**src/rtl/sxm_pkg.sv**
```systemverilog
package sxm_pkg;
    typedef enum logic [3:0] {
        OP_ELDI = 4'd0,
        OP_MLDI = 4'd1,
        OP_EADD = 4'd2,
        OP_ESUB = 4'd3,
        OP_FFO  = 4'd4,
        OP_MADD = 4'd5,
        OP_MSUB = 4'd6,
        OP_MMUL = 4'd7,
        OP_SHL  = 4'd8,
        OP_SHR  = 4'd9,
        OP_ABS  = 4'd10,
        OP_NEG  = 4'd11,
        OP_CMP  = 4'd12,
        OP_ENEG = 4'd13
    } op_e;

    typedef enum logic [2:0] {
        REL_EQ = 3'd0,
        REL_NE = 3'd1,
        REL_LT = 3'd2,
        REL_LE = 3'd3,
        REL_GT = 3'd4,
        REL_GE = 3'd5
    } rel_e;
endpackage

```
**src/rtl/sxm_expo.sv**
```systemverilog
module sxm_expo #(
    parameter int EXP_W = 10,
    parameter int MAG_W = 27
) (
    input  logic [EXP_W-1:0] ea,
    input  logic [EXP_W-1:0] eb,
    input  logic             sub,
    input  logic [MAG_W-1:0] mag,
    output logic [EXP_W-1:0] sum,
    output logic [EXP_W-1:0] lead
);
    localparam int CNT_W = $clog2(MAG_W + 1);

    logic [CNT_W-1:0] lz;

    assign sum = sub ? (ea - eb) : (ea + eb);

    // ascending scan: the highest set bit is the last to assign
    always_comb begin
        lz = CNT_W'(MAG_W);
        for (int i = 0; i < MAG_W; i++) begin
            if (mag[i]) lz = CNT_W'(MAG_W - 1 - i);
        end
    end

    assign lead = EXP_W'(lz);
endmodule

```
**src/rtl/sxm_mant_alu.sv**
```systemverilog
module sxm_mant_alu #(
    parameter int MAG_W = 27
) (
    input  logic [MAG_W:0] ma,
    input  logic [MAG_W:0] mb,
    input  logic           sub,
    output logic [MAG_W:0] addsub,
    output logic [MAG_W:0] prod
);
    localparam int PRD_W = 2 * MAG_W;

    logic             sa, sb;
    logic [MAG_W-1:0] am, bm, rm;
    logic             rs;
    logic [PRD_W-1:0] full;
    logic [MAG_W-1:0] pm;

    assign sa = ma[MAG_W];
    assign sb = mb[MAG_W] ^ sub;
    assign am = ma[MAG_W-1:0];
    assign bm = mb[MAG_W-1:0];

    always_comb begin
        if (sa == sb) begin
            rm = am + bm;
            rs = sa;
        end else if (am >= bm) begin
            rm = am - bm;
            rs = sa;
        end else begin
            rm = bm - am;
            rs = sb;
        end
        addsub = {rs & (rm != '0), rm};
    end

    assign full = PRD_W'(am) * PRD_W'(bm);
    assign pm   = full[PRD_W-1:MAG_W];
    assign prod = {(ma[MAG_W] ^ mb[MAG_W]) & (pm != '0), pm};
endmodule

```
**src/rtl/sxm_shift.sv**
```systemverilog
module sxm_shift #(
    parameter int EXP_W = 10,
    parameter int MAG_W = 27
) (
    input  logic [MAG_W-1:0] mag,
    input  logic [EXP_W-1:0] count,
    input  logic             left,
    output logic [MAG_W-1:0] res
);
    logic signed [EXP_W:0] cx;
    logic        [EXP_W:0] amt;
    logic                  go_left;

    assign cx      = {count[EXP_W-1], count};
    assign amt     = cx[EXP_W] ? (EXP_W+1)'(-cx) : (EXP_W+1)'(cx);
    assign go_left = left ^ count[EXP_W-1];

    always_comb begin
        if (amt >= (EXP_W+1)'(MAG_W)) res = '0;
        else if (go_left)             res = mag << amt;
        else                          res = mag >> amt;
    end
endmodule

```
**src/rtl/sxm_cmp.sv**
```systemverilog
module sxm_cmp #(
    parameter int EXP_W = 10,
    parameter int MAG_W = 27
) (
    input  logic [EXP_W-1:0] ea,
    input  logic [EXP_W-1:0] eb,
    input  logic [MAG_W:0]   ma,
    input  logic [MAG_W:0]   mb,
    input  logic [2:0]       rel,
    output logic             hit
);
    import sxm_pkg::*;

    logic za, zb, na, nb;
    logic key_gt, key_eq;
    logic lt, eq, gt;

    assign za = (ma[MAG_W-1:0] == '0);
    assign zb = (mb[MAG_W-1:0] == '0);
    assign na = ma[MAG_W] & ~za;
    assign nb = mb[MAG_W] & ~zb;

    assign key_gt = ($signed(ea) > $signed(eb)) ||
                    ((ea == eb) && (ma[MAG_W-1:0] > mb[MAG_W-1:0]));
    assign key_eq = (ea == eb) && (ma[MAG_W-1:0] == mb[MAG_W-1:0]);

    always_comb begin
        if (za && zb) begin
            eq = 1'b1; gt = 1'b0;
        end else if (za) begin
            eq = 1'b0; gt = nb;
        end else if (zb) begin
            eq = 1'b0; gt = ~na;
        end else if (na != nb) begin
            eq = 1'b0; gt = nb;
        end else begin
            eq = key_eq;
            gt = na ? (~key_gt & ~key_eq) : key_gt;
        end
        lt = ~eq & ~gt;
    end

    always_comb begin
        case (rel_e'(rel))
            REL_EQ:  hit = eq;
            REL_NE:  hit = ~eq;
            REL_LT:  hit = lt;
            REL_LE:  hit = lt | eq;
            REL_GT:  hit = gt;
            REL_GE:  hit = gt | eq;
            default: hit = 1'b0;
        endcase
    end
endmodule

```
**src/rtl/sxm_unit.sv**
```systemverilog
module sxm_unit #(
    parameter int EXP_W  = 10,
    parameter int FRAC_W = 24,
    parameter int GRD_W  = 3,
    parameter int NREG   = 8,
    localparam int MAG_W = FRAC_W + GRD_W,
    localparam int MNT_W = MAG_W + 1,
    localparam int IDX_W = $clog2(NREG)
) (
    input  logic             clk,
    input  logic             rst_n,
    input  logic             in_valid,
    input  logic [3:0]       in_op,
    input  logic [2:0]       in_rel,
    input  logic [IDX_W-1:0] in_dst,
    input  logic [IDX_W-1:0] in_a,
    input  logic [IDX_W-1:0] in_b,
    input  logic [MNT_W-1:0] in_imm,
    output logic             e_wr_en,
    output logic [IDX_W-1:0] e_wr_idx,
    output logic [EXP_W-1:0] e_wr_data,
    output logic             m_wr_en,
    output logic [IDX_W-1:0] m_wr_idx,
    output logic [MNT_W-1:0] m_wr_data,
    output logic             cond_valid,
    output logic             cond
);
    import sxm_pkg::*;

    typedef struct packed {
        logic [NREG-1:0][EXP_W-1:0] erf;
        logic [NREG-1:0][MNT_W-1:0] mrf;
        logic                       e_en;
        logic [IDX_W-1:0]           e_idx;
        logic [EXP_W-1:0]           e_dat;
        logic                       m_en;
        logic [IDX_W-1:0]           m_idx;
        logic [MNT_W-1:0]           m_dat;
        logic                       c_vld;
        logic                       c_bit;
    } state_t;

    state_t st_d, st_q;
    op_e    op;

    logic [EXP_W-1:0] ea, eb, e_sum, e_lead;
    logic [MNT_W-1:0] ma, mb, m_addsub, m_prod;
    logic [MAG_W-1:0] m_shift;
    logic             cmp_hit;

    assign op = op_e'(in_op);
    assign ea = st_q.erf[in_a];
    assign eb = st_q.erf[in_b];
    assign ma = st_q.mrf[in_a];
    assign mb = st_q.mrf[in_b];

    sxm_expo #(.EXP_W(EXP_W), .MAG_W(MAG_W)) u_expo (
        .ea   (ea),
        .eb   (eb),
        .sub  (op == OP_ESUB),
        .mag  (ma[MAG_W-1:0]),
        .sum  (e_sum),
        .lead (e_lead)
    );

    sxm_mant_alu #(.MAG_W(MAG_W)) u_malu (
        .ma     (ma),
        .mb     (mb),
        .sub    (op == OP_MSUB),
        .addsub (m_addsub),
        .prod   (m_prod)
    );

    sxm_shift #(.EXP_W(EXP_W), .MAG_W(MAG_W)) u_shift (
        .mag   (ma[MAG_W-1:0]),
        .count (eb),
        .left  (op == OP_SHL),
        .res   (m_shift)
    );

    sxm_cmp #(.EXP_W(EXP_W), .MAG_W(MAG_W)) u_cmp (
        .ea  (ea),
        .eb  (eb),
        .ma  (ma),
        .mb  (mb),
        .rel (in_rel),
        .hit (cmp_hit)
    );

    always_comb begin
        logic             e_we, m_we;
        logic [EXP_W-1:0] e_val;
        logic [MNT_W-1:0] m_val;
        st_d       = st_q;
        st_d.e_en  = 1'b0;
        st_d.m_en  = 1'b0;
        st_d.c_vld = 1'b0;
        e_we  = 1'b0;
        m_we  = 1'b0;
        e_val = '0;
        m_val = '0;
        if (in_valid) begin
            case (op)
                OP_ELDI: begin e_we = 1'b1; e_val = in_imm[EXP_W-1:0]; end
                OP_EADD,
                OP_ESUB: begin e_we = 1'b1; e_val = e_sum; end
                OP_FFO:  begin e_we = 1'b1; e_val = e_lead; end
                OP_MLDI: begin m_we = 1'b1; m_val = in_imm; end
                OP_MADD,
                OP_MSUB: begin m_we = 1'b1; m_val = m_addsub; end
                OP_MMUL: begin m_we = 1'b1; m_val = m_prod; end
                OP_SHL,
                OP_SHR:  begin m_we = 1'b1; m_val = {ma[MAG_W], m_shift}; end
                OP_ABS:  begin m_we = 1'b1; m_val = {1'b0, ma[MAG_W-1:0]}; end
                OP_NEG:  begin m_we = 1'b1; m_val = {~ma[MAG_W], ma[MAG_W-1:0]}; end
                OP_CMP:  begin st_d.c_vld = 1'b1; st_d.c_bit = cmp_hit; end
                OP_ENEG: begin st_d.c_vld = 1'b1; st_d.c_bit = ea[EXP_W-1]; end
                default: ;
            endcase
        end
        if (e_we) begin
            st_d.e_en         = 1'b1;
            st_d.e_idx        = in_dst;
            st_d.e_dat        = e_val;
            st_d.erf[in_dst]  = e_val;
        end
        if (m_we) begin
            st_d.m_en         = 1'b1;
            st_d.m_idx        = in_dst;
            st_d.m_dat        = m_val;
            st_d.mrf[in_dst]  = m_val;
        end
    end

    always_ff @(posedge clk) begin
        if (!rst_n) st_q <= '0;
        else        st_q <= st_d;
    end

    assign e_wr_en    = st_q.e_en;
    assign e_wr_idx   = st_q.e_idx;
    assign e_wr_data  = st_q.e_dat;
    assign m_wr_en    = st_q.m_en;
    assign m_wr_idx   = st_q.m_idx;
    assign m_wr_data  = st_q.m_dat;
    assign cond_valid = st_q.c_vld;
    assign cond       = st_q.c_bit;
endmodule

```
**config.mk**
```make
export PLATFORM = sky130hd
export DESIGN_NAME = sxm_unit
export DESIGN_NICKNAME = d
export VERILOG_FILES = /design/src/rtl/sxm_pkg.sv /design/src/rtl/sxm_expo.sv /design/src/rtl/sxm_mant_alu.sv /design/src/rtl/sxm_shift.sv /design/src/rtl/sxm_cmp.sv /design/src/rtl/sxm_unit.sv
export SDC_FILE = /design/constraint.sdc
export NUM_CORES = 2
export LEC_CHECK = 0
export CAP_MARGIN = 10
export CORE_UTILIZATION = 45
export DETAILED_ROUTE_END_ITERATION = 16
export DONT_BUFFER_PORTS = 1
export MAX_ROUTING_LAYER = met4
export PLACE_DENSITY_LB_ADDON = 0.1
export SYNTH_ARGS = -nofsm -noshare
export SYNTH_HDL_FRONTEND = slang
export SYNTH_SLANG_ARGS = --single-unit
```
**constraint.sdc**
```tcl
create_clock -name clk -period 11.4 [get_ports clk]
set_input_delay 2.28 -clock clk [delete_from_list [all_inputs] [get_ports clk]]
set_output_delay 2.28 -clock clk [all_outputs]
set_load 0.05 [all_outputs]
```
==> flow_metrics.py <==
metrics = {
    "setup_path": {
        "path_buf_inv": 8,
        "max_stage_delay_ns": 0.55,
        "crit_type": "primary input to flip-flop",
        "rr_startpoint": "st_q[225]$_SDFFE_PN0P_",
        "rrSetupSlack_ns": 1.77,
        "worstPathRequired_ns": 11.83,
        "path_max_fanout": 78,
        "path_delay_family": "adder cells",
        "worstSetupStartpointType": "primary input",
        "critPathLaunch": "in_a[0]",
        "reg2reg_depth": 32,
        "critPathCaptureType": "flip-flop",
        "critPathArrivalTime_ns": 11.50,
        "crit_slowest_cell": "fa_1",
        "rr_endpoint": "st_q[131]$_SDFFE_PN0P_",
    },
    "place": {
        "dp_hpwl_um": 151700,
        "portBuffers": 0,
        "dp_cells": 7095,
        "pre_cts_slack_ns": -0.3185,
        "place_area_um2": 51640,
        "gp_congestion": 1.066,
    },
    "timing": {
        "layout_min_cycle_time_ns": 11.06,
        "fin_worst_skew_ns": 0.02494,
        "final_max_slew_viol_count": 0,
        "setup_viol": 0,
        "finalSetupTns_ns": 0,
        "fin_crit_sh": 0.9705,
        "fmax_mhz": 90.38,
        "timing.final.hold_violations": 0,
        "postLayoutSetupSlackWorst_ns": 0.3362,
        "tightest_slew_ns": 1.252,
        "max-slew-margin-rel": 0.1590,
        "rsz0062_at_grt": "no",
    },
    "run_status": {
        "run_status": "finished clean",
    },
    "finish": {
        "nets": 6699,
        "final_cells": 7169,
        "syn2layout_area_growth_pct": 9.144,
        "final_layout_size_suffix_gt1_frac": 0.1221,
        "final_util": 0.4983,
        "final_cell_area_um2": 52820,
    },
    "clock_network": {
        "cts.clk_slew.worst_paths_ns": 0.07,
        "post-cts-setup-buffers": 0,
        "cts.path.max_buffers": 3,
        "cts_resized": 0,
        "cts_made_buffers": 30,
        "cts_sinks": 352,
        "cts-hold-fix-buffers": 0,
        "htreeDepth": 1,
        "cts_tree": "yes",
        "clk_latency_ns": 0.60,
        "clk_root_buffer_cell": "clkbuf_16",
    },
    "route": {
        "drt-met1-wl_um": 80820,
        "vias_per_cell": 6.088,
        "drt_first_iter_violations": 4640,
        "wl_per_cell_um": 27.24,
        "drc": 0,
        "wl_met3_um": 18340,
        "drtPass1Iterations": 6,
        "drt_wl_total_um": 195300,
        "wl_met2_um": 86400,
        "vias": 43650,
        "top_layer": "met4",
        "antenna_left": 0,
    },
    "floorplanning": {
        "die_area_um2": 108900,
        "start_util": 0.4565,
        "num_rows": 119,
        "dieWidth_um": 330.0,
        "coreArea_um2": 106000,
        "io_pins": 95,
        "die_h_um": 330.0,
    },
    "global_route": {
        "grt_pass1_wl_um": 289500,
        "overflow": 0,
        "antenna_found_initial": 15,
        "grt_pass1_vias": 43310,
        "grt.total_usage": 0.3708,
        "grt_max_degree": 256,
    },
    "worst_hold_path": {
        "min_to": "st_q[49]$_SDFFE_PN0P_",
        "holdPathStages": 2,
        "min-delay-start": "st_q[49]$_SDFFE_PN0P_",
        "holdCritPathClass": "flip-flop to flip-flop",
    },
    "synth": {
        "dominantRegCellSynth": "dfxtp_1",
        "syn_nets": 6742,
        "synth-seq-area-share": 0.1456,
        "syn_area_um2": 48400,
        "ys_seq_elements": 352,
        "syn_inst": 5779,
        "synth_cell_types": 95,
        "postSynthAreaPerCell_um2": 8.375,
        "synth_edf_count": 0,
        "yosysWarnings": 0,
        "async_flop_share": 0,
    },
    "power": {
        "power_density_nw_per_um2": 67.98,
        "p_sw_frac": 0.3627,
        "internal-power_uw": 2288,
        "p_seq_frac": 0.369,
        "power_frac_comb": 0.306,
        "p_switching_uw": 1302,
        "irDropWorstVdd_uv": 124.1,
        "p_leak_uw": 0.02386,
        "p_clk_frac": 0.326,
    },
    "job": {
        "drv_cap": 0,
    },
}
[cells in the final DEF (no fill, tap or decap), types with 52 or more instances in the layout]
cell type / n
fa_1: 628
nor3_1: 73
a21oi_1: 430
dfxtp_1: 352
nand3_1: 61
buf_4: 334
mux4_2: 152
a21o_1: 52
inv_1: 824
nand2_1: 675
a211oi_1: 108
o21ai_0: 387
ha_1: 288
mux2i_1: 79
nor2_1: 559
[worst min-delay path: cells and delay by family (launching register included)]
kind	cells	cell delay [ns]
and+or+nand+nor	1	0.05
DFF	1	0.32
AOI/OAI and AO/OA	1	0.05
[per-layer routing]
metal / global-route usage / up-vias
met2: 0.5608 / 2139
met4: 0.1533 / 0
met3: 0.06756 / 448
li1: - / 19130
met5: - / -
met1: 0.4888 / 21930
[synthesized netlist by cell type (32+ instances only)]
library cell | instances | area (µm²)
inv_1 | 825 | 3097
nand2_1 | 675 | 2534
fa_1 | 628 | 12570
nor2_1 | 564 | 2117
a21oi_1 | 431 | 2157
o21ai_0 | 387 | 1937
dfxtp_1 | 352 | 7047
clkbuf_1 | 295 | 1107
ha_1 | 288 | 3603
mux4_2 | 152 | 3423
mux2i_1 | 110 | 1101
a211oi_1 | 108 | 810.8
nor3_1 | 82 | 410.4
nand3_1 | 61 | 305.3
buf_1 | 54 | 202.7
xnor2_1 | 54 | 473.0
a21o_1 | 52 | 390.4
nand4_1 | 50 | 312.8
buf_4 | 46 | 345.3
buf_2 | 38 | 190.2
mux2_2 | 35 | 394.1
o211ai_1 | 34 | 255.2
a31oi_1 | 32 | 200.2
[flip-flops by register name, indices dropped and copies added (netlist names)]
| register | count |
|---|---|
| m_wr_data | 28 |
| m_wr_en | 1 |
| cond | 1 |
| st_q | 304 |
| cond_valid | 1 |
| e_wr_idx | 3 |
| e_wr_data | 10 |
| m_wr_idx | 3 |
| e_wr_en | 1 |
[final cells by class]
type                            count  area [µm²]
Fill cell                       10260       53190
Multi-Input combinational cell   4149       36620
Sequential cell                   352        7047
Inverter                          839        3151
Timing Repair Buffer              364        3108
Tap cell                         1391        1740
Clock buffer                       38       842.1
Clock inverter                     16       265.3
Antenna cell                       20       50.05
[power by group through the flow]
stage | sequential [µW] | combinational (µW) | clock [µW]
2_1_floorplan | 1310 | 728 | 0
4_1_cts | 1320 | 1060 | 1190
5_1_grt | 1330 | 1140 | 1230
3_3_place_gp | 1350 | 1050 | 0
3_5_place_dp | 1350 | 1050 | 0
6_report | 1320 | 1100 | 1170
[how the worst max path moves through the flow]
stage | cells after the start | endpoint | slack [ns]
after global placement | 33 | m_wr_data[27]$_SDFFE_PN0P_ | -0.24
after global routing | 33 | m_wr_data[27]$_SDFFE_PN0P_ | 0.01
after CTS | 33 | m_wr_data[27]$_SDFFE_PN0P_ | 0.29
after floorplan | 36 | st_q[75]$_SDFFE_PN0P_ | 0.02
after detailed placement | 33 | m_wr_data[27]$_SDFFE_PN0P_ | -0.32
final | 32 | st_q[131]$_SDFFE_PN0P_ | 0.34
[logic make-up (layout without fill, tap and decap cells)]
group | count (synthesis) | in the layout | share of synthesized area
flops | 352 | 352 | 0.1456
simple gates | 1585 | 1585 | 0.1386
fa+ha+maj | 916 | 916 | 0.3342
other cells | 0 | 20 | 0
xor+xnor | 72 | 72 | 0.01373
mux | 302 | 302 | 0.1034
compound gates | 1274 | 1274 | 0.1598
buf+inv | 1278 | 1257 | 0.1046
[per-stage QoR]
| step | hold slack (ns) | total power (µW) |
|---|---|---|
| 5_1_grt | 0.4946 | 3701 |
| 6_report | 0.4707 | 3591 |
| 3_3_place_gp | 0.4539 | 2406 |
| 3_5_place_dp | 0.4599 | 2405 |
| 4_1_cts | 0.4704 | 3575 |
| 2_1_floorplan | 0.4367 | 2034 |
Note: power is estimated with default switching activity, not from simulation.
